**src/rtl/sjt_pkg.sv**
```systemverilog
`timescale 1ns/1ps
// Shared types for the key-gated scan chain controller.
// Assumes the standard sixteen-state test access port sequence.
package sjt_pkg;

    typedef enum logic [3:0] {
        TS_RESET   = 4'h0,
        TS_IDLE    = 4'h1,
        TS_SEL_DR  = 4'h2,
        TS_CAP_DR  = 4'h3,
        TS_SH_DR   = 4'h4,
        TS_EX1_DR  = 4'h5,
        TS_PAU_DR  = 4'h6,
        TS_EX2_DR  = 4'h7,
        TS_UPD_DR  = 4'h8,
        TS_SEL_IR  = 4'h9,
        TS_CAP_IR  = 4'hA,
        TS_SH_IR   = 4'hB,
        TS_EX1_IR  = 4'hC,
        TS_PAU_IR  = 4'hD,
        TS_EX2_IR  = 4'hE,
        TS_UPD_IR  = 4'hF
    } tap_state_t;

    typedef enum logic [1:0] {
        DR_BYPASS = 2'd0,
        DR_IDENT  = 2'd1,
        DR_KEY    = 2'd2,
        DR_CHAIN  = 2'd3
    } dr_sel_t;

endpackage

```
**src/rtl/sjt_tap_fsm.sv**
```systemverilog
`timescale 1ns/1ps
// TAP state sequencer: walks the sixteen test access port states on TMS.
// Assumes synchronous active-low resets sampled on rising TCK.
module sjt_tap_fsm
    import sjt_pkg::*;
(
    input  logic       tck,
    input  logic       por_n,
    input  logic       trst_n,
    input  logic       tms,
    output tap_state_t state_q
);

    tap_state_t state_d;

    // Next-state selection from the current state and TMS.
    always_comb begin
        state_d = state_q;
        case (state_q)
            TS_RESET:  state_d = tms ? TS_RESET  : TS_IDLE;
            TS_IDLE:   state_d = tms ? TS_SEL_DR : TS_IDLE;
            TS_SEL_DR: state_d = tms ? TS_SEL_IR : TS_CAP_DR;
            TS_CAP_DR: state_d = tms ? TS_EX1_DR : TS_SH_DR;
            TS_SH_DR:  state_d = tms ? TS_EX1_DR : TS_SH_DR;
            TS_EX1_DR: state_d = tms ? TS_UPD_DR : TS_PAU_DR;
            TS_PAU_DR: state_d = tms ? TS_EX2_DR : TS_PAU_DR;
            TS_EX2_DR: state_d = tms ? TS_UPD_DR : TS_SH_DR;
            TS_UPD_DR: state_d = tms ? TS_SEL_DR : TS_IDLE;
            TS_SEL_IR: state_d = tms ? TS_RESET  : TS_CAP_IR;
            TS_CAP_IR: state_d = tms ? TS_EX1_IR : TS_SH_IR;
            TS_SH_IR:  state_d = tms ? TS_EX1_IR : TS_SH_IR;
            TS_EX1_IR: state_d = tms ? TS_UPD_IR : TS_PAU_IR;
            TS_PAU_IR: state_d = tms ? TS_EX2_IR : TS_PAU_IR;
            TS_EX2_IR: state_d = tms ? TS_UPD_IR : TS_SH_IR;
            TS_UPD_IR: state_d = tms ? TS_SEL_DR : TS_IDLE;
            default:   state_d = TS_RESET;
        endcase
    end

    // State register, forced to Test-Logic-Reset by either reset.
    always_ff @(posedge tck) begin
        if (!por_n || !trst_n) state_q <= TS_RESET;
        else                   state_q <= state_d;
    end

    // Checker: run length of TMS-high edges, saturating at five.
    logic [2:0] ones_run;
    always_ff @(posedge tck) begin
        if (!por_n || !trst_n) ones_run <= 3'd5;
        else if (!tms)         ones_run <= 3'd0;
        else if (ones_run != 3'd5) ones_run <= ones_run + 3'd1;
    end

    // five TMS-high edges always end in Test-Logic-Reset.
    p_five_ones_reset_r1: assert property (@(posedge tck) disable iff (!por_n)
        (ones_run == 3'd5) |-> (state_q == TS_RESET));

    // a test reset forces Test-Logic-Reset on the next edge.
    p_trst_forces_reset_r7: assert property (@(posedge tck) disable iff (!por_n)
        !trst_n |=> (state_q == TS_RESET));

endmodule

```
**src/rtl/sjt_ir_reg.sv**
```systemverilog
`timescale 1ns/1ps
// Instruction register: capture, shift and update of the IR.
// Assumes IR_W >= 2; the capture value puts 01 in the two low bits.
module sjt_ir_reg
    import sjt_pkg::*;
#(
    parameter int              IR_W     = 5,
    parameter logic [IR_W-1:0] RESET_OP = 5'h02
) (
    input  logic            tck,
    input  logic            por_n,
    input  logic            trst_n,
    input  tap_state_t      state_q,
    input  logic            tdi,
    output logic [IR_W-1:0] ir_q,
    output logic            ir_so
);

    localparam logic [IR_W-1:0] IR_CAPTURE = IR_W'(1);

    logic [IR_W-1:0] ir_sr;

    // IR shift stage and latched instruction.
    always_ff @(posedge tck) begin
        if (!por_n || !trst_n) begin
            ir_sr <= IR_CAPTURE;
            ir_q  <= RESET_OP;
        end else begin
            case (state_q)
                TS_RESET:  ir_q  <= RESET_OP;
                TS_CAP_IR: ir_sr <= IR_CAPTURE;
                TS_SH_IR:  ir_sr <= {tdi, ir_sr[IR_W-1:1]};
                TS_UPD_IR: ir_q  <= ir_sr;
                default:   ;
            endcase
        end
    end

    assign ir_so = ir_sr[0];

    // Test-Logic-Reset leaves the identification instruction selected.
    p_reset_selects_ident_r1: assert property (@(posedge tck) disable iff (!por_n)
        (state_q == TS_RESET) |=> (ir_q == RESET_OP));

    // the instruction only changes in Update-IR or Test-Logic-Reset.
    p_ir_holds_r1: assert property (@(posedge tck) disable iff (!por_n || !trst_n)
        !(state_q inside {TS_RESET, TS_UPD_IR}) |=> $stable(ir_q));

endmodule

```
**src/rtl/sjt_key_unit.sv**
```systemverilog
`timescale 1ns/1ps
// Key register and comparator: collects a key in one DR scan and latches
// an unlocked flag when it equals KEY_VALUE at Update-DR.
// Assumes the first shifted bit is bit 0 of word 0.
module sjt_key_unit
    import sjt_pkg::*;
#(
    parameter int                          WORD_W    = 32,
    parameter int                          KEY_WORDS = 4,
    parameter logic [WORD_W*KEY_WORDS-1:0] KEY_VALUE = '0
) (
    input  logic       tck,
    input  logic       por_n,
    input  logic       trst_n,
    input  tap_state_t state_q,
    input  logic       sel_key,
    input  logic       tdi,
    output logic       key_so,
    output logic       unlocked_o
);

    localparam int KEY_W = WORD_W * KEY_WORDS;

    logic [KEY_W-1:0]     key_sr;
    logic [KEY_WORDS-1:0] word_hit;
    logic                 key_match;

    // Per-word equality, so the compare splits into narrow trees.
    for (genvar w = 0; w < KEY_WORDS; w++) begin : g_word
        assign word_hit[w] = (key_sr[w*WORD_W +: WORD_W] == KEY_VALUE[w*WORD_W +: WORD_W]);
    end
    assign key_match = &word_hit;

    // Key shift register: zero on capture and after every update.
    always_ff @(posedge tck) begin
        if (!por_n || !trst_n) begin
            key_sr <= '0;
        end else if (sel_key) begin
            case (state_q)
                TS_CAP_DR: key_sr <= '0;
                TS_SH_DR:  key_sr <= {tdi, key_sr[KEY_W-1:1]};
                TS_UPD_DR: key_sr <= '0;
                default:   ;
            endcase
        end
    end

    // Unlocked flag: set by a matching update, cleared only at power-on.
    always_ff @(posedge tck) begin
        if (!por_n) unlocked_o <= 1'b0;
        else if (sel_key && state_q == TS_UPD_DR && key_match) unlocked_o <= 1'b1;
    end

    assign key_so = key_sr[0];

    // once set, the unlocked flag stays set until power-on reset.
    p_unlock_sticky_r7: assert property (@(posedge tck) disable iff (!por_n)
        unlocked_o |=> unlocked_o);

    // the flag can only rise out of Update-DR.
    p_unlock_from_update_r4: assert property (@(posedge tck) disable iff (!por_n)
        $rose(unlocked_o) |-> ($past(state_q) == TS_UPD_DR));

    // no key bits survive an update.
    p_key_cleared_r5: assert property (@(posedge tck) disable iff (!por_n)
        (sel_key && state_q == TS_UPD_DR) |=> (key_sr == '0));

endmodule

```
**src/rtl/sjt_chain_ctl.sv**
```systemverilog
`timescale 1ns/1ps
// Chain-control register: captures its value, accepts writes only while
// unlocked, and its bit 0 splices the downstream segments in.
// Assumes unlocked comes from the key unit in the same TCK domain.
module sjt_chain_ctl
    import sjt_pkg::*;
#(
    parameter int CTL_W = 8
) (
    input  logic       tck,
    input  logic       por_n,
    input  logic       trst_n,
    input  tap_state_t state_q,
    input  logic       sel_chain,
    input  logic       unlocked,
    input  logic       tdi,
    output logic       ctl_so,
    output logic       chain_en_o
);

    logic [CTL_W-1:0] ctl_sr;
    logic [CTL_W-1:0] ctl_q;

    // Shift stage for the control register.
    always_ff @(posedge tck) begin
        if (!por_n || !trst_n) begin
            ctl_sr <= '0;
        end else if (sel_chain) begin
            if (state_q == TS_CAP_DR)     ctl_sr <= ctl_q;
            else if (state_q == TS_SH_DR) ctl_sr <= {tdi, ctl_sr[CTL_W-1:1]};
        end
    end

    // Held control value, cleared by any TAP reset, written when unlocked.
    always_ff @(posedge tck) begin
        if (!por_n || !trst_n || state_q == TS_RESET) ctl_q <= '0;
        else if (sel_chain && unlocked && state_q == TS_UPD_DR) ctl_q <= ctl_sr;
    end

    assign ctl_so     = ctl_sr[0];
    assign chain_en_o = ctl_q[0];

    // the segments can only be spliced in while unlocked.
    p_splice_needs_unlock_r6: assert property (@(posedge tck) disable iff (!por_n)
        $rose(chain_en_o) |-> unlocked);

    // Test-Logic-Reset removes the segments.
    p_reset_drops_chain_r7: assert property (@(posedge tck) disable iff (!por_n)
        (state_q == TS_RESET) |=> !chain_en_o);

endmodule

```
**src/rtl/sjt_secure_tap.sv**
```systemverilog
`timescale 1ns/1ps
// Key-gated boundary TAP. Decodes the IR, holds the identification and
// bypass registers, muxes the serial path and splices downstream segments.
// Assumes synchronous active-low resets with TCK running.
module sjt_secure_tap
    import sjt_pkg::*;
#(
    parameter int                          IR_W       = 5,
    parameter int                          WORD_W     = 32,
    parameter int                          KEY_WORDS  = 4,
    parameter int                          CTL_W      = 8,
    parameter logic [3:0]                  ID_VERSION = 4'h0,
    parameter logic [27:0]                 ID_PART    = 28'h280B0CB,
    parameter logic [IR_W-1:0]             OP_IDENT   = 5'h02,
    parameter logic [IR_W-1:0]             OP_CHAIN   = 5'h05,
    parameter logic [IR_W-1:0]             OP_KEY     = 5'h0A,
    parameter logic [WORD_W*KEY_WORDS-1:0] KEY_VALUE  =
        {32'h44444444, 32'h33333333, 32'h22222222, 32'h11111111}
) (
    input  logic tck,
    input  logic por_n,
    input  logic trst_n,
    input  logic tms,
    input  logic tdi,
    output logic tdo,
    output logic tdo_oe,
    input  logic seg_tdo_i,
    output logic seg_tdi_o,
    output logic chain_en_o,
    output logic unlocked_o
);

    localparam int         ID_W     = 32;
    localparam logic [ID_W-1:0] ID_VALUE = {ID_VERSION, ID_PART};

    tap_state_t      state_q;
    logic [IR_W-1:0] ir_q;
    logic            ir_so;
    dr_sel_t         dr_sel;
    logic            key_so;
    logic            ctl_so;
    logic            dr_so;
    logic            core_so;
    logic            core_tdo_q;
    logic            oe_q;
    logic [ID_W-1:0] id_sr;
    logic            byp_q;
    logic            in_shift;

    sjt_tap_fsm u_fsm (
        .tck     (tck),
        .por_n   (por_n),
        .trst_n  (trst_n),
        .tms     (tms),
        .state_q (state_q)
    );

    sjt_ir_reg #(
        .IR_W     (IR_W),
        .RESET_OP (OP_IDENT)
    ) u_ir (
        .tck     (tck),
        .por_n   (por_n),
        .trst_n  (trst_n),
        .state_q (state_q),
        .tdi     (tdi),
        .ir_q    (ir_q),
        .ir_so   (ir_so)
    );

    // Instruction decode; anything unknown falls to bypass.
    always_comb begin
        if (ir_q == OP_IDENT)      dr_sel = DR_IDENT;
        else if (ir_q == OP_KEY)   dr_sel = DR_KEY;
        else if (ir_q == OP_CHAIN) dr_sel = DR_CHAIN;
        else                       dr_sel = DR_BYPASS;
    end

    sjt_key_unit #(
        .WORD_W    (WORD_W),
        .KEY_WORDS (KEY_WORDS),
        .KEY_VALUE (KEY_VALUE)
    ) u_key (
        .tck        (tck),
        .por_n      (por_n),
        .trst_n     (trst_n),
        .state_q    (state_q),
        .sel_key    (dr_sel == DR_KEY),
        .tdi        (tdi),
        .key_so     (key_so),
        .unlocked_o (unlocked_o)
    );

    sjt_chain_ctl #(
        .CTL_W (CTL_W)
    ) u_chain (
        .tck        (tck),
        .por_n      (por_n),
        .trst_n     (trst_n),
        .state_q    (state_q),
        .sel_chain  (dr_sel == DR_CHAIN),
        .unlocked   (unlocked_o),
        .tdi        (tdi),
        .ctl_so     (ctl_so),
        .chain_en_o (chain_en_o)
    );

    // Identification and bypass shift stages.
    always_ff @(posedge tck) begin
        if (!por_n || !trst_n) begin
            id_sr <= '0;
            byp_q <= 1'b0;
        end else begin
            if (dr_sel == DR_IDENT && state_q == TS_CAP_DR)     id_sr <= ID_VALUE;
            else if (dr_sel == DR_IDENT && state_q == TS_SH_DR) id_sr <= {tdi, id_sr[ID_W-1:1]};
            if (dr_sel == DR_BYPASS && state_q == TS_CAP_DR)     byp_q <= 1'b0;
            else if (dr_sel == DR_BYPASS && state_q == TS_SH_DR) byp_q <= tdi;
        end
    end

    // Serial source for the selected data register.
    always_comb begin
        case (dr_sel)
            DR_IDENT: dr_so = id_sr[0];
            DR_KEY:   dr_so = key_so;
            DR_CHAIN: dr_so = ctl_so;
            default:  dr_so = byp_q;
        endcase
    end

    assign in_shift = (state_q == TS_SH_IR) || (state_q == TS_SH_DR);
    assign core_so  = (state_q == TS_SH_IR) ? ir_so : dr_so;

    // Falling-edge output stage for the controller's own serial data.
    always_ff @(negedge tck) begin
        if (!por_n || !trst_n) begin
            core_tdo_q <= 1'b0;
            oe_q       <= 1'b0;
        end else begin
            oe_q <= in_shift;
            if (in_shift) core_tdo_q <= core_so;
        end
    end

    assign seg_tdi_o = core_tdo_q;
    assign tdo       = chain_en_o ? seg_tdo_i : core_tdo_q;
    assign tdo_oe    = oe_q;

    // the output enable is only seen high in a shift state.
    p_oe_only_shift_r8: assert property (@(posedge tck) disable iff (!por_n || !trst_n)
        tdo_oe |-> in_shift);

    // leaving a shift state drops the enable by the next rising edge.
    p_oe_drops_r8: assert property (@(posedge tck) disable iff (!por_n || !trst_n)
        (state_q == TS_EX1_DR || state_q == TS_EX1_IR) |-> !tdo_oe);

endmodule

```
**config.mk**
```make
export PLATFORM = sky130hd
export DESIGN_NAME = sjt_secure_tap
export DESIGN_NICKNAME = d
export VERILOG_FILES = /design/src/rtl/sjt_pkg.sv /design/src/rtl/sjt_tap_fsm.sv /design/src/rtl/sjt_ir_reg.sv /design/src/rtl/sjt_key_unit.sv /design/src/rtl/sjt_chain_ctl.sv /design/src/rtl/sjt_secure_tap.sv
export SDC_FILE = /design/constraint.sdc
export NUM_CORES = 1
export LEC_CHECK = 0
export BUFFER_PORTS_ARGS = -buffer_cell sky130_fd_sc_hd__buf_2
export CAP_MARGIN = 20
export CORE_ASPECT_RATIO = 1.4
export CORE_MARGIN = 2
export CORE_UTILIZATION = 40
export CTS_CLUSTER_SIZE = 14
export DETAILED_ROUTE_END_ITERATION = 7
export REMOVE_ABC_BUFFERS = 1
export SETUP_SLACK_MARGIN = 0.02
export SLEW_MARGIN = 10
export SYNTH_ARGS = -nofsm -noshare
export SYNTH_HDL_FRONTEND = slang
export SYNTH_SLANG_ARGS = --single-unit
export TNS_END_PERCENT = 20
```
**constraint.sdc**
```tcl
create_clock -name tck -period 4.8 [get_ports tck]
set_input_delay 0.24 -clock tck [delete_from_list [all_inputs] [get_ports tck]]
set_output_delay 0.24 -clock tck [all_outputs]
set_load 0.05 [all_outputs]
```
Word-level counts from Yosys, hierarchy flattened --
Cells that the tools add are included.
Cells by class: equal/unequal tests 25, muxes and demuxes 26, reduce and logical (&&, ||, !) cells 29
Operators by type and width (count):
- case mux 128 bit (2 select lines) | 1
- equality test 32 x 30 -> 1 bit, second input constant | 2
- two-way mux 26 bit | 2
- case mux 4 bit (12 select lines) | 1
- equality test 32 x 29 -> 1 bit, second input constant | 1
- equality test 32 x 31 -> 1 bit, second input constant | 1
- equality test 4 bit, second input constant | 8
- case mux 5 bit (2 select lines) | 2
- equality test 4 x 3 -> 1 bit, second input constant | 4
- two-way mux 4 bit | 4
- two-way mux 8 bit | 2
- two-way mux 2 bit | 6
- nonzero test 2 bit | 5
- OR reduction 2 bit | 5
- equality test 4 x 2 -> 1 bit, second input constant | 2
- logical AND 1 bit | 8
- two-way mux 3 bit | 2
- equality test 5 x 2 -> 1 bit, second input constant | 1
- equality test 5 x 3 -> 1 bit, second input constant | 1
- equality test 5 x 4 -> 1 bit, second input constant | 1
- two-way mux 1 bit | 5
- equality test 2 bit, second input constant | 2
- equality test 4 x 1 -> 1 bit, second input constant | 1
- logical NOT 4 bit | 1
- 8 further kinds | 12
Storage, ports and cells: bits in registers 194, output and inout bits 5, bits of input ports 6, logic and storage cells 92

Logic depth before layout (Yosys ltp) --
Gate-level depths: netlist of run 1.
depth in word-level cells 8, depth in mapped cells 9, gate-level depth less buffers 4

Cells and area by module --
A second synthesis of run 1 with hierarchy kept.
Second synthesis, totals: cells, all modules 925, area total of the unflattened synthesis 8545.7 um2
Modules (own cells, without submodules):
- sjt_key_unit | area each 5763.0 um2, cells each 614, sequential area each 2582.5 um2, times used 1
- sjt_secure_tap | area each 1375.1 um2, cells each 166, sequential area each 700.7 um2, times used 1
- sjt_chain_ctl | area each 705.7 um2, cells each 68, sequential area each 320.3 um2, times used 1
- sjt_ir_reg | area each 384.1 um2, cells each 39, sequential area each 200.2 um2, times used 1
- sjt_tap_fsm | area each 317.8 um2, cells each 38, sequential area each 80.1 um2, times used 1

==> impl_results.html, run 1 <==
<table>
<tr><th>Metric</th><th>Value</th></tr>
<tr><th colspan="2">GRT</th></tr>
<tr><td>GR Layer Usage met2</td><td>a little over a quarter</td></tr>
<tr><td>Grt peak-use layer</td><td>met2</td></tr>
<tr><td>GRT Total Usage</td><td>approximately 17%</td></tr>
<tr><td>Largest net degree at the start of global routing</td><td>between 100 and 150</td></tr>
<tr><td>Global-route wire length before repair</td><td>~28 mm</td></tr>
<tr><td>Number of global-route vias before repair</td><td>roughly 5.8k</td></tr>
<tr><td>Number of antenna violations at the first check in global routing</td><td>0</td></tr>
<tr><td>Met1 Resource Use GR</td><td>about 22%</td></tr>
<tr><td>Routing usage on met3</td><td>between 3 and 4%</td></tr>
<tr><td>Remaining global-route overflow</td><td>0</td></tr>
<tr><th colspan="2">Logic synthesis</th></tr>
<tr><td>Leading register cell type out of synthesis</td><td>sky130_fd_sc_hd__dfxtp_1</td></tr>
<tr><td>Mapped cell area</td><td>between 7000 and 8000 um^2</td></tr>
<tr><td>Mean instance size in the synthesized netlist</td><td>8.113 um^2</td></tr>
<tr><td>Async SR Flop Fraction</td><td>0%</td></tr>
<tr><td>Sequential area share after synthesis</td><td>between 50% and 60%</td></tr>
<tr><td>Number of synthesized flops with an enable pin</td><td>0</td></tr>
<tr><td>Number of storage elements in the synthesis netlist</td><td>194</td></tr>
<tr><td>Count of cell types in the netlist</td><td>53</td></tr>
<tr><td>Number of warning messages in the yosys log</td><td>0</td></tr>
<tr><td>Cells after Synth</td><td>around 960</td></tr>
<tr><th colspan="2">STA</th></tr>
<tr><td>Worst-Margin Slew</td><td>about 1.1 ns</td></tr>
<tr><td>Final setup skew</td><td>a little under 0.03 ns</td></tr>
<tr><td>Total count of hold-check failures in the final report</td><td>0</td></tr>
<tr><td>Setup violations, final</td><td>0</td></tr>
<tr><td>RSZ-0062 raised after global routing</td><td>no</td></tr>
<tr><td>Max-slew headroom at the worst pin</td><td>between 20% and 30%</td></tr>
<tr><td>Number of max-slew violations in the final report</td><td>0</td></tr>
<tr><th colspan="2">Power</th></tr>
<tr><td>Leakage Power</td><td>about 0.0025 uW</td></tr>
<tr><td>Relative contribution of sequential cells to total power</td><td>51.8%</td></tr>
<tr><td>Switching power as a share of total power</td><td>between 20% and 30%</td></tr>
<tr><td>VDD IR max</td><td>0.2545 mV</td></tr>
<tr><td>Power Total</td><td>just over 3000 uW</td></tr>
<tr><td>Ratio of total power to cell area</td><td>365.7 nW/um^2</td></tr>
<tr><td>Combinational group share of total power</td><td>approximately 1.5%</td></tr>
<tr><td>Net Switching</td><td>between 700 and 800 uW</td></tr>
<tr><td>Cell internal pwr</td><td>~2400 uW</td></tr>
<tr><td>Clock group share of total power</td><td>between 40% and 50%</td></tr>
<tr><th colspan="2">Floorplan</th></tr>
<tr><td>Initial core utilization</td><td>about two fifths</td></tr>
<tr><td>Area of the core</td><td>around 19,000 um^2</td></tr>
<tr><td>Die Wd</td><td>121.7 um</td></tr>
<tr><td>Die height</td><td>168.8 um</td></tr>
<tr><td>Cell row count</td><td>60</td></tr>
<tr><td>Die Footprint</td><td>~21,000 um^2</td></tr>
<tr><td>Number of I/O pins</td><td>11</td></tr>
<tr><th colspan="2">Clock network</th></tr>
<tr><td>Setup repair bufs after CTS</td><td>0</td></tr>
<tr><td>Clk buf depth</td><td>2</td></tr>
<tr><td>Clock Latency Late Sink</td><td>between 0.4 and 0.5 ns</td></tr>
<tr><td>Clock sink total</td><td>194</td></tr>
<tr><td>Cts repair resizes</td><td>0</td></tr>
<tr><td>Number of buffers added by the clock tree synthesis step</td><td>17</td></tr>
<tr><td>Root Buffer Master</td><td>sky130_fd_sc_hd__clkbuf_16</td></tr>
<tr><td>H-tree depth</td><td>4</td></tr>
<tr><td>CTS tree</td><td>yes</td></tr>
<tr><td>Register clock-pin slew on the reported worst setup and hold paths</td><td>0.07 ns</td></tr>
<tr><td>Count of hold-fix buffers inserted at cts</td><td>0</td></tr>
<tr><th colspan="2">Layout</th></tr>
<tr><td>Post-Route Utilization</td><td>roughly 44%</td></tr>
<tr><td>Share of post-route cells with drive strength above 1</td><td>between 7 and 8%</td></tr>
<tr><td>Count of nets after finishing</td><td>917</td></tr>
<tr><td>Most frequent standard cell in the layout excluding fill and tap cells</td><td>sky130_fd_sc_hd__nand2_1</td></tr>
<tr><td>Count of antenna diodes in the layout</td><td>0</td></tr>
<tr><td>Highest-count cells in the layout ignoring fill and taps</td><td>210 x sky130_fd_sc_hd__nand2_1, 194 x sky130_fd_sc_hd__dfxtp_1, 157 x sky130_fd_sc_hd__a21oi_1</td></tr>
<tr><td>Area grow syn2layout</td><td>9.485%</td></tr>
<tr><th colspan="2">Critical path</th></tr>
<tr><td>Worst EP required</td><td>2.73 ns</td></tr>
<tr><td>Critical Path, Cell by Cell</td><td>or4b_1, a31oi_1, o2bb2ai_1</td></tr>
<tr><td>Largest driver fanout on the critical path</td><td>19</td></tr>
<tr><td>Worst EP arrival</td><td>2.06 ns</td></tr>
<tr><td>Category of the worst setup path capture point</td><td>flop</td></tr>
<tr><td>Highest cell delay on the worst timing path</td><td>slightly above 0.8 ns</td></tr>
<tr><td>Type of origin of the critical path</td><td>flop</td></tr>
<tr><td>Kind of critical path</td><td>reg -&gt; reg</td></tr>
<tr><td>Master of the slowest instance on the critical path</td><td>sky130_fd_sc_hd__or4b_1</td></tr>
<tr><th colspan="2">Route</th></tr>
<tr><td>Antenna Violating Nets Remaining</td><td>0</td></tr>
<tr><td>First-pass iteration count of the detailed router</td><td>4</td></tr>
<tr><td>Overall routed net length</td><td>about 17 mm</td></tr>
<tr><td>DRC violations left</td><td>0</td></tr>
<tr><td>Via total after detailed routing</td><td>6,348</td></tr>
<tr><td>Average detailed-routed wire length per instance</td><td>roughly 14 um</td></tr>
<tr><td>DR iter-0 viols</td><td>620</td></tr>
<tr><td>Ratio of routed vias to standard cells</td><td>~5.4</td></tr>
<tr><th colspan="2">Min path</th></tr>
<tr><td>Kind of path behind the tightest hold check</td><td>in -&gt; reg</td></tr>
<tr><th colspan="2">Job</th></tr>
<tr><td>Max Cap Violations</td><td>0</td></tr>
<tr><th colspan="2">Place</th></tr>
<tr><td>Buffers added on ports</td><td>10</td></tr>
<tr><td>Placer Congestion</td><td>0.7578</td></tr>
<tr><td>HPWL reported at the end of detailed placement</td><td>roughly 9.6 mm</td></tr>
<tr><th colspan="2">Outcome</th></tr>
<tr><td>Result of the run</td><td>finished, final reports clean</td></tr>
</table>
-- cell type report --
cell class,instances,area [um^2]
multi-input cells,673,3546
repair buffers,19,130.1
clock inverters,16,181.4
flip-flops and latches,194,3884
inverters,4,15.01
well taps,248,310.3
clock buffers,17,425.4
fillers,1891,10650
-- registers in the layout, summed over array words and instances (netlist names) --
name              count
u_key.unlocked_o      1
u_chain.ctl_q         8
seg_tdi_o             1
u_fsm.state_q         4
tdo_oe                1
u_key.key_sr        128
u_chain.ctl_sr        8
u_ir.ir_q             5
id_sr                32
byp_q                 1
u_ir.ir_sr            5
-- cells in the mapped netlist (2+ instances only) --
cell | count | area, um^2
sky130_fd_sc_hd__or4b_1 | 3 | 30.03
sky130_fd_sc_hd__nor3_1 | 3 | 15.01
sky130_fd_sc_hd__buf_2 | 14 | 70.07
sky130_fd_sc_hd__nor2b_1 | 5 | 31.28
sky130_fd_sc_hd__a211oi_1 | 8 | 60.06
sky130_fd_sc_hd__nor4b_1 | 15 | 131.4
sky130_fd_sc_hd__nor2_1 | 41 | 153.9
sky130_fd_sc_hd__a22oi_1 | 5 | 37.54
sky130_fd_sc_hd__nand2_1 | 211 | 792.0
sky130_fd_sc_hd__nand3_1 | 136 | 680.7
sky130_fd_sc_hd__buf_6 | 3 | 33.78
sky130_fd_sc_hd__or4_1 | 4 | 30.03
sky130_fd_sc_hd__nor4_1 | 7 | 43.79
sky130_fd_sc_hd__a31oi_1 | 7 | 43.79
sky130_fd_sc_hd__a311oi_1 | 6 | 52.55
sky130_fd_sc_hd__nand4_1 | 7 | 43.79
sky130_fd_sc_hd__o211ai_1 | 2 | 15.01
sky130_fd_sc_hd__a21oi_1 | 157 | 785.8
sky130_fd_sc_hd__clkbuf_1 | 57 | 214.0
sky130_fd_sc_hd__nand2b_1 | 2 | 12.51
sky130_fd_sc_hd__buf_1 | 7 | 26.28
sky130_fd_sc_hd__buf_4 | 3 | 22.52
sky130_fd_sc_hd__nor4b_2 | 3 | 45.04
sky130_fd_sc_hd__mux2i_1 | 8 | 80.08
sky130_fd_sc_hd__dfxtp_1 | 194 | 3884
sky130_fd_sc_hd__o21ai_0 | 5 | 25.02
sky130_fd_sc_hd__inv_1 | 5 | 18.77
sky130_fd_sc_hd__a311oi_2 | 2 | 30.03
sky130_fd_sc_hd__and3_1 | 3 | 18.77
sky130_fd_sc_hd__nor4bb_1 | 10 | 100.1
-- logic make-up after synthesis --
kind of cell    after synthesis  synth area share (%)
simple gates                460                 28.68
compound gates              203                 14.99
flops                       194                 50.07
buf+inv                      89                 4.969
mux                           9                 1.178
xor+xnor                      1                0.1129
-- worst paths after layout --
path / start / to / slack, ns / depth (start not counted)
max: u_fsm.state_q[3] / seg_tdi_o / 0.67 / 3
min: por_n / u_key.unlocked_o / 0.13 / 3
max reg2reg: u_fsm.state_q[3] / seg_tdi_o / 0.67 / 3
min reg2reg: id_sr[27] / id_sr[26] / 0.45 / 2
-- metal layers --
| layer | wire length, um | up-vias |
|---|---|---|
| met3 | 417 | 14 |
| met2 | 8035 | 74 |
| met4 | 180 | 0 |
| met1 | 7957 | 3008 |
| li1 | - | 3252 |
| met5 | 0 | - |
-- power groups by stage --
stage                     Clock (uW)  Combinational (uW)  Sequential [uW]
final                           1450                47.9             1610
after global routing            1550                52.4             1610
after CTS                       1480                47.8             1610
after detailed placement        3.91                47.6             1650
after global placement          3.91                47.9             1650
after floorplan                 3.91                26.4             1650
-- worst max-delay path: cells and delay by family, from the launching register on --
kind / cells / cell delay [ns]
compound gates: 2 / 0.31
flops: 1 / 0.50
simple gates: 1 / 0.81
-- metrics by stage --
| step | instance area (um^2) | instances | hold WS [ns] | setup TNS (ns) | worst slack, ns |
|---|---|---|---|---|---|
| final | 8492 | 1171 | 0.1289 | 0 | 0.6669 |
| after global routing | 8492 | 1171 | 0.1341 | 0 | 0.5372 |
| after CTS | 8492 | 1171 | 0.1134 | 0 | 0.6648 |
| after detailed placement | 7889 | 1139 | 0.4442 | 0 | 0.6596 |
| after global placement | 7889 | 1139 | 0.4370 | 0 | 0.6666 |
| after floorplan | 7390 | 872 | 0.3473 | -456.36 | -3.954 |
Power figures use the tool's default switching activity.
==> run 2, diff against run 1 <==
--- a/config.mk
+++ b/config.mk
@@ -9,7 +9,7 @@
 export CAP_MARGIN = 20
 export CORE_ASPECT_RATIO = 1.4
 export CORE_MARGIN = 2
-export CORE_UTILIZATION = 40
+export CORE_UTILIZATION = 30
 export CTS_CLUSTER_SIZE = 14
 export DETAILED_ROUTE_END_ITERATION = 7
 export REMOVE_ABC_BUFFERS = 1
@@ -17,5 +17,6 @@
 export SLEW_MARGIN = 10
 export SYNTH_ARGS = -nofsm -noshare
 export SYNTH_HDL_FRONTEND = slang
+export SYNTH_HIERARCHICAL = 1
 export SYNTH_SLANG_ARGS = --single-unit
 export TNS_END_PERCENT = 20
==> constraint.sdc (replaced) <==
create_clock -name tck -period 4.8 [get_ports tck]
set_input_delay 1.44 -clock tck [delete_from_list [all_inputs] [get_ports tck]]
set_output_delay 1.44 -clock tck [all_outputs]
set_load 0.05 [all_outputs]
==> run 2 against run 1 <==
Effect of this change: the flow now finishes with violations (setup timing); area after synthesis grew 10%; clock skew decreased by 0.0049 ns; global-route usage down 5.5 points; first-iteration DRC count shrank 38%; register-to-register slack gained 0.20 ns; hold slack gained 0.32 ns; critical path type is now reg -> out; highest routed layer unchanged.
==> impl_results.html, run 2 <==
<table>
<tr><th>Metric</th><th>Value</th></tr>
<tr><th colspan="2">Layout</th></tr>
<tr><td>Footprint of the multi-input gates</td><td>between 4000 and 5000 um^2</td></tr>
<tr><td>Count of antenna diodes in the layout</td><td>0</td></tr>
<tr><td>Leading registers by flop count</td><td>u_key/key_sr: 128 flops, id_sr: 32 flops</td></tr>
<tr><td>Layout Cells excl Fill</td><td>between 1k and 1.5k</td></tr>
<tr><td>Area grow syn2layout</td><td>12.37%</td></tr>
<tr><td>Register Area</td><td>between 3000 and 4000 um^2</td></tr>
<tr><td>Fill count</td><td>approximately 2.9k</td></tr>
<tr><td>Share of post-route cells with drive strength above 1</td><td>between 8 and 9%</td></tr>
<tr><td>Max reg flops</td><td>128</td></tr>
<tr><td>Top register by number of flip-flops</td><td>u_key/key_sr</td></tr>
<tr><td>Final std cell area, no fill</td><td>between 9000 and 10,000 um^2</td></tr>
<tr><td>Post-Route Utilization</td><td>34.02%</td></tr>
<tr><td>Count of nets after finishing</td><td>between 900 and 1k</td></tr>
<tr><td>Highest-count cells in the layout ignoring fill and taps</td><td>192 x sky130_fd_sc_hd__dfxtp_1, 163 x sky130_fd_sc_hd__nor2_1, 145 x sky130_fd_sc_hd__mux2i_1</td></tr>
<tr><td>Most frequent standard cell in the layout excluding fill and tap cells</td><td>sky130_fd_sc_hd__dfxtp_1</td></tr>
<tr><th colspan="2">Logic synthesis</th></tr>
<tr><td>Number of synthesized flops with an enable pin</td><td>0</td></tr>
<tr><td>Mapped cell area</td><td>~8500 um^2</td></tr>
<tr><td>Number of storage elements in the synthesis netlist</td><td>about 190</td></tr>
<tr><td>Synth cell count leaders</td><td>194 x sky130_fd_sc_hd__dfxtp_1, 163 x sky130_fd_sc_hd__nor2_1, 145 x sky130_fd_sc_hd__mux2i_1</td></tr>
<tr><td>Number of warning messages in the yosys log</td><td>6</td></tr>
<tr><td>Sequential area share after synthesis</td><td>between 40 and 50%</td></tr>
<tr><td>Leading register cell type out of synthesis</td><td>sky130_fd_sc_hd__dfxtp_1</td></tr>
<tr><td>Cell accounting for the most synthesized area</td><td>sky130_fd_sc_hd__dfxtp_1</td></tr>
<tr><td>Fraction of synthesized cell area taken by the top area cell type</td><td>a little under half</td></tr>
<tr><td>Cell types with the largest area share after synthesis</td><td>sky130_fd_sc_hd__dfxtp_1 45%, sky130_fd_sc_hd__mux2i_1 17%, sky130_fd_sc_hd__nor2b_1 9.4%</td></tr>
<tr><td>Mean instance size in the synthesized netlist</td><td>just over 9 um^2</td></tr>
<tr><td>Top-count cell post-synth</td><td>sky130_fd_sc_hd__dfxtp_1</td></tr>
<tr><td>Cells after Synth</td><td>between 900 and 1k</td></tr>
<tr><td>Count of cell types in the netlist</td><td>62</td></tr>
<tr><td>Async SR Flop Fraction</td><td>0%</td></tr>
<tr><th colspan="2">GRT</th></tr>
<tr><td>Remaining global-route overflow</td><td>0</td></tr>
<tr><td>Number of antenna violations at the first check in global routing</td><td>0</td></tr>
<tr><td>Largest net degree at the start of global routing</td><td>between 100 and 150</td></tr>
<tr><td>GRT Total Usage</td><td>approximately 11%</td></tr>
<tr><td>Global-route wire length before repair</td><td>roughly 28 mm</td></tr>
<tr><td>Number of global-route vias before repair</td><td>approximately 5.7k</td></tr>
<tr><th colspan="2">Job</th></tr>
<tr><td>Max Cap Violations</td><td>0</td></tr>
<tr><th colspan="2">Place</th></tr>
<tr><td>Placed Instances</td><td>~1.3k</td></tr>
<tr><td>Placer Congestion</td><td>slightly above 0.7</td></tr>
<tr><td>Pre-CTS setup slack</td><td>~0.18 ns</td></tr>
<tr><td>Instance area at placement</td><td>a little under 9000 um^2</td></tr>
<tr><td>Buffers added on ports</td><td>10</td></tr>
<tr><td>HPWL reported at the end of detailed placement</td><td>9.704 mm</td></tr>
<tr><th colspan="2">Critical path</th></tr>
<tr><td>Largest driver fanout on the critical path</td><td>3</td></tr>
<tr><td>CP delay by family, top</td><td>flip-flops</td></tr>
<tr><td>Critical Path, Cell by Cell</td><td>mux2_4, buf_8</td></tr>
<tr><td>Worst EP arrival</td><td>3.60 ns</td></tr>
<tr><td>Highest cell delay on the worst timing path</td><td>about 0.31 ns</td></tr>
<tr><td>Category of the worst setup path capture point</td><td>output port</td></tr>
<tr><td>Master of the slowest instance on the critical path</td><td>sky130_fd_sc_hd__dfxtp_2</td></tr>
<tr><td>Worst EP required</td><td>3.36 ns</td></tr>
<tr><td>Kind of critical path</td><td>reg -&gt; out</td></tr>
<tr><td>Critical path buffers and inverters</td><td>1</td></tr>
<tr><td>Type of origin of the critical path</td><td>flop</td></tr>
<tr><th colspan="2">Floorplan</th></tr>
<tr><td>Die Footprint</td><td>between 20,000 and 30,000 um^2</td></tr>
<tr><td>Die Wd</td><td>~150 um</td></tr>
<tr><td>Area of the core</td><td>~28,000 um^2</td></tr>
<tr><td>Die height</td><td>between 200 and 250 um</td></tr>
<tr><td>Number of I/O pins</td><td>11</td></tr>
<tr><td>Initial core utilization</td><td>30.28%</td></tr>
<tr><td>Cell row count</td><td>73</td></tr>
<tr><th colspan="2">Power</th></tr>
<tr><td>Switching power as a share of total power</td><td>between 20% and 30%</td></tr>
<tr><td>Clock group share of total power</td><td>between 40% and 50%</td></tr>
<tr><td>Relative contribution of sequential cells to total power</td><td>52.3%</td></tr>
<tr><td>Combinational group share of total power</td><td>around 2.0%</td></tr>
<tr><td>Cell internal pwr</td><td>about 2400 uW</td></tr>
<tr><td>VDD IR max</td><td>between 0.15 and 0.2 mV</td></tr>
<tr><td>Ratio of total power to cell area</td><td>320.4 nW/um^2</td></tr>
<tr><td>Leakage Power</td><td>between 0.004 and 0.005 uW</td></tr>
<tr><td>Net Switching</td><td>around 700 uW</td></tr>
<tr><th colspan="2">Route</th></tr>
<tr><td>Via total after detailed routing</td><td>around 6.1k</td></tr>
<tr><td>Ratio of routed vias to standard cells</td><td>4.664</td></tr>
<tr><td>Overall routed net length</td><td>16.28 mm</td></tr>
<tr><td>Average detailed-routed wire length per instance</td><td>approximately 13 um</td></tr>
<tr><td>Antenna Violating Nets Remaining</td><td>0</td></tr>
<tr><td>DRC violations left</td><td>0</td></tr>
<tr><td>First-pass iteration count of the detailed router</td><td>4</td></tr>
<tr><td>DR iter-0 viols</td><td>about 380</td></tr>
<tr><th colspan="2">STA</th></tr>
<tr><td>Total count of hold-check failures in the final report</td><td>0</td></tr>
<tr><td>Smallest setup slack after layout</td><td>-0.2358 ns</td></tr>
<tr><td>Worst-Margin Slew</td><td>a little under 1 ns</td></tr>
<tr><td>Final setup skew</td><td>about 0.025 ns</td></tr>
<tr><td>Setup violations, final</td><td>2</td></tr>
<tr><td>RSZ-0062 raised after global routing</td><td>yes</td></tr>
<tr><td>Number of max-slew violations in the final report</td><td>0</td></tr>
<tr><td>Max-slew headroom at the worst pin</td><td>approximately a third</td></tr>
<tr><th colspan="2">Clock network</th></tr>
<tr><td>H-tree depth</td><td>4</td></tr>
<tr><td>Count of hold-fix buffers inserted at cts</td><td>0</td></tr>
<tr><td>Clk buf depth</td><td>2</td></tr>
<tr><td>CTS tree</td><td>yes</td></tr>
<tr><td>Clock Latency Late Sink</td><td>~0.45 ns</td></tr>
<tr><td>Clock sink total</td><td>approximately 190</td></tr>
<tr><td>Register clock-pin slew on the reported worst setup and hold paths</td><td>0.07 ns</td></tr>
<tr><td>Root Buffer Master</td><td>sky130_fd_sc_hd__clkbuf_16</td></tr>
<tr><td>Number of buffers added by the clock tree synthesis step</td><td>17</td></tr>
<tr><th colspan="2">Outcome</th></tr>
<tr><td>Failing checks</td><td>setup timing</td></tr>
<tr><td>Result of the run</td><td>finished, violations left</td></tr>
<tr><th colspan="2">Min path</th></tr>
<tr><td>Kind of path behind the tightest hold check</td><td>reg -&gt; reg</td></tr>
</table>
-- run 2: changes by cell type in the layout (fill, tap and decap cells not counted), sizes merged, moves of 5 or more --
cell / change
mux2i: +137
inv: +7
a311oi: -8
nand3: -129
nor2b: +123
nand2: -151
a31oi: -5
o22ai: +11
nor2: +122
a22oi: -5
buf: +7
nor4b: -7
a21oi: -121
-- run 2: layer usage --
| metal | GRT usage [%] | part of all wire (%) | vias up |
|---|---|---|---|
| met5 | 0 | 0 | - |
| met4 | 4.300 | 1.6 | 0 |
| met3 | 2.103 | 1.7 | 20 |
| met2 | 19.13 | 49 | 43 |
| met1 | 13.74 | 48 | 2857 |
| li1 | - | - | 3139 |
-- run 2: power by group through the flow --
stage | Clock [uW] | Sequential [uW] | Combinational, uW
after global routing | 1520 | 1610 | 67.7
after floorplan | 3.91 | 1650 | 28.4
final | 1410 | 1610 | 61.6
after CTS | 1460 | 1610 | 61.6
after detailed placement | 3.91 | 1650 | 61.5
after global placement | 3.91 | 1650 | 61.4
-- run 2: final timing paths --
kind	from	slack, ns	depth (start not counted)	end
setup reg to reg	u_fsm/state_q[3]	0.87	4	seg_tdi_o
hold reg to reg	id_sr[18]	0.45	2	id_sr[17]
hold / removal	id_sr[18]	0.45	2	id_sr[17]
setup / recovery	seg_tdi_o	-0.24	2	tdo
-- run 2: kinds of logic after synthesis --
logic type	synth area share, %
buffers and inverters	3.690
AOI/OAI and AO/OA	6.472
DFF	45.45
muxes	17.12
and+or+nand+nor	26.98
xor gates and xnor gates	0.2929
-- run 2: final cells by class --
class | instances | share of cell area (%)
inverter | 6 | 0.2345
sequential | 194 | 40.47
clock buffer | 18 | 4.573
timing repair buffer | 26 | 2.671
clock inverter | 15 | 1.472
multi-input combinational | 665 | 45.69
tap | 375 | 4.886
-- run 2: through the flow --
stage	TNS, ns	hold WS [ns]	total power, uW
final	-0.3147	0.4496	3077
after global routing	-0.4363	0.4592	3193
after CTS	-0.3407	0.4537	3128
after detailed placement	0	0.4439	1713
after global placement	0	0.4376	1713
after floorplan	-655.49	0.4319	1683
-- run 2: timing repair --
| action | CTS | global route |
|---|---|---|
| endpoints found under the setup margin | 3 | 2 |
| gates resized for setup | 8 | 0 |
| buffers inserted | 1 | 0 |
-- run 2: worst register-to-register path: cells and delay by family (launching register included) --
family          cells  cell delay, ns
compound gates      3            0.42
flops               1            0.41
simple gates        1            0.66
==> run 3, diff against run 2 <==
==> constraint.sdc (replaced) <==
create_clock -name tck -period 6.5 [get_ports tck]
set_input_delay 1.95 -clock tck [delete_from_list [all_inputs] [get_ports tck]]
set_output_delay 1.95 -clock tck [all_outputs]
set_load 0.05 [all_outputs]
==> run 3 against run 2 <==
Effect of this change: the flow now finishes without violations; critical path depth unchanged; sequential share of layout area rose by 0.15 points; register-to-register slack better by 0.59 ns; die area stayed put; hold slack worse by 0.0045 ns; clock power down 21%; critical endpoint unchanged.
==> impl_results.html, run 3 (same netlist as run 2, synthesis figures left out) <==
<table>
<tr><th>Metric</th><th>Value</th></tr>
<tr><th colspan="2">STA</th></tr>
<tr><td>TNS Setup</td><td>0 ns</td></tr>
<tr><td>Worst hold margin</td><td>roughly 0.45 ns</td></tr>
<tr><td>Final setup skew</td><td>between 0.02 and 0.03 ns</td></tr>
<tr><td>RSZ-0062 raised after global routing</td><td>no</td></tr>
<tr><td>Number of max-slew violations in the final report</td><td>0</td></tr>
<tr><td>Setup violations, final</td><td>0</td></tr>
<tr><td>Max-slew headroom at the worst pin</td><td>just over 30%</td></tr>
<tr><td>Worst-Margin Slew</td><td>between 1 and 1.5 ns</td></tr>
<tr><td>Total count of hold-check failures in the final report</td><td>0</td></tr>
<tr><th colspan="2">Clock network</th></tr>
<tr><td>Register clock-pin slew on the reported worst setup and hold paths</td><td>0.09 ns</td></tr>
<tr><td>Setup repair bufs after CTS</td><td>0</td></tr>
<tr><td>Root Buffer Master</td><td>sky130_fd_sc_hd__clkbuf_16</td></tr>
<tr><td>H-tree depth</td><td>4</td></tr>
<tr><td>Cts repair resizes</td><td>0</td></tr>
<tr><td>Clock Latency Late Sink</td><td>roughly 0.45 ns</td></tr>
<tr><td>Count of hold-fix buffers inserted at cts</td><td>0</td></tr>
<tr><td>Clock sink total</td><td>a little under 200</td></tr>
<tr><td>Clk buf depth</td><td>2</td></tr>
<tr><td>CTS tree</td><td>yes</td></tr>
<tr><td>Number of buffers added by the clock tree synthesis step</td><td>17</td></tr>
<tr><th colspan="2">GRT</th></tr>
<tr><td>Number of antenna violations at the first check in global routing</td><td>0</td></tr>
<tr><td>Largest net degree at the start of global routing</td><td>129</td></tr>
<tr><td>Global-route wire length before repair</td><td>27.21 mm</td></tr>
<tr><td>GRT Total Usage</td><td>a little over a tenth</td></tr>
<tr><td>Number of global-route vias before repair</td><td>5,714</td></tr>
<tr><td>Remaining global-route overflow</td><td>0</td></tr>
<tr><th colspan="2">Critical path</th></tr>
<tr><td>Type of origin of the critical path</td><td>flop</td></tr>
<tr><td>Worst EP arrival</td><td>between 4 and 5 ns</td></tr>
<tr><td>Kind of critical path</td><td>reg -&gt; out</td></tr>
<tr><td>Critical Path Source</td><td>seg_tdi_o</td></tr>
<tr><td>Worst r2r src</td><td>u_fsm/state_q[1]</td></tr>
<tr><td>Largest driver fanout on the critical path</td><td>4</td></tr>
<tr><td>Category of the worst setup path capture point</td><td>output port</td></tr>
<tr><td>Worst EP required</td><td>4.55 ns</td></tr>
<tr><th colspan="2">Min path</th></tr>
<tr><td>Hold Path Origin</td><td>id_sr[29]</td></tr>
<tr><td>Kind of path behind the tightest hold check</td><td>reg -&gt; reg</td></tr>
<tr><th colspan="2">Route</th></tr>
<tr><td>Overall routed net length</td><td>~16 mm</td></tr>
<tr><td>DRC violations left</td><td>0</td></tr>
<tr><td>Average detailed-routed wire length per instance</td><td>12.39 um</td></tr>
<tr><td>Antenna Violating Nets Remaining</td><td>0</td></tr>
<tr><td>Ratio of routed vias to standard cells</td><td>around 4.6</td></tr>
<tr><td>Via total after detailed routing</td><td>~6.0k</td></tr>
<tr><td>First-pass iteration count of the detailed router</td><td>4</td></tr>
<tr><td>DR iter-0 viols</td><td>about 370</td></tr>
<tr><th colspan="2">Floorplan</th></tr>
<tr><td>Cell row count</td><td>73</td></tr>
<tr><td>Die Wd</td><td>between 100 and 150 um</td></tr>
<tr><td>Die height</td><td>203.7 um</td></tr>
<tr><td>Initial core utilization</td><td>around 30%</td></tr>
<tr><td>Die Footprint</td><td>about 30,000 um^2</td></tr>
<tr><td>Area of the core</td><td>approximately 28,000 um^2</td></tr>
<tr><td>Number of I/O pins</td><td>11</td></tr>
<tr><th colspan="2">Layout</th></tr>
<tr><td>Most frequent standard cell in the layout excluding fill and tap cells</td><td>sky130_fd_sc_hd__dfxtp_1</td></tr>
<tr><td>Share of post-route cells with drive strength above 1</td><td>under 10%</td></tr>
<tr><td>Leading registers by flop count</td><td>u_key/key_sr: 128 flops, id_sr: 32 flops</td></tr>
<tr><td>Count of nets after finishing</td><td>roughly 910</td></tr>
<tr><td>Layout Cells excl Fill</td><td>1,295</td></tr>
<tr><td>Area grow syn2layout</td><td>11.89%</td></tr>
<tr><td>Top register by number of flip-flops</td><td>u_key/key_sr</td></tr>
<tr><td>Max reg flops</td><td>128</td></tr>
<tr><td>Count of antenna diodes in the layout</td><td>0</td></tr>
<tr><td>Highest-count cells in the layout ignoring fill and taps</td><td>194 x sky130_fd_sc_hd__dfxtp_1, 163 x sky130_fd_sc_hd__nor2_1, 145 x sky130_fd_sc_hd__mux2i_1</td></tr>
<tr><th colspan="2">Job</th></tr>
<tr><td>Max Cap Violations</td><td>0</td></tr>
<tr><th colspan="2">Power</th></tr>
<tr><td>Leakage Power</td><td>about 0.0043 uW</td></tr>
<tr><td>Ratio of total power to cell area</td><td>approximately 250 nW/um^2</td></tr>
<tr><td>VDD IR max</td><td>roughly 0.14 mV</td></tr>
<tr><th colspan="2">Place</th></tr>
<tr><td>Placed Instances</td><td>between 1k and 1.5k</td></tr>
<tr><td>Placer Congestion</td><td>roughly 0.7</td></tr>
<tr><td>Buffers added on ports</td><td>10</td></tr>
<tr><td>HPWL reported at the end of detailed placement</td><td>9.702 mm</td></tr>
<tr><th colspan="2">Outcome</th></tr>
<tr><td>Result of the run</td><td>finished, final reports clean</td></tr>
</table>
run 3: changes by cell type in the layout (fill, tap and decap cells not counted), sizes merged:
cell	delta
bufinv	-1
buf	-5
clkbuf	-1
clkinv	+3
run 3: layout make-up:
type	count	area [um^2]
multi-input combinational	665	4384
clock buffer	17	425.4
sequential	194	3884
inverter	6	22.52
tap	375	469.2
fill	2863	18660
timing repair buffer	21	147.6
clock inverter	17	229.0
run 3: critical path, stage by stage, from the launching register on:
cell	delay, ns
sky130_fd_sc_hd__dfxtp_1	0.32
sky130_fd_sc_hd__mux2_2	0.26
sky130_fd_sc_hd__buf_4	0.19
run 3: final timing paths:
kind | to | slack [ns] | cells past startpoint
worst min register to register | id_sr[28] | 0.45 | 2
worst max register to register | seg_tdi_o | 1.46 | 4
worst max-delay path | tdo | 0.07 | 2
worst min-delay path | id_sr[28] | 0.45 | 2
run 3: per-stage QoR:
stage               util, %  total power (uW)  instance area [um^2]  setup WS [ns]
floorplan                 -              1243                  8257         -3.420
global placement      31.56              1263                  8909         0.5204
detailed placement    31.56              1262                  8909         0.5176
CTS                   33.87              2383                  9559        0.03888
global route          33.88              2431                  9562        0.02279
finish                33.88              2345                  9562        0.07233
run 3: power breakdown:
group	internal, uW	switching [uW]	total (uW)
combinational	8.96	32.9	41.8
clock	549	565	1110
sequential	1190	0.967	1190
run 3: per-layer routing:
metal  part of all wire (%)  track usage [%]  up-vias
met2                     50            19.13       31
met1                     47            13.27     2828
li1                       -                -     3130
met5                      0                0        -
met3                    2.1            2.215       13
met4                    1.2            3.225        0
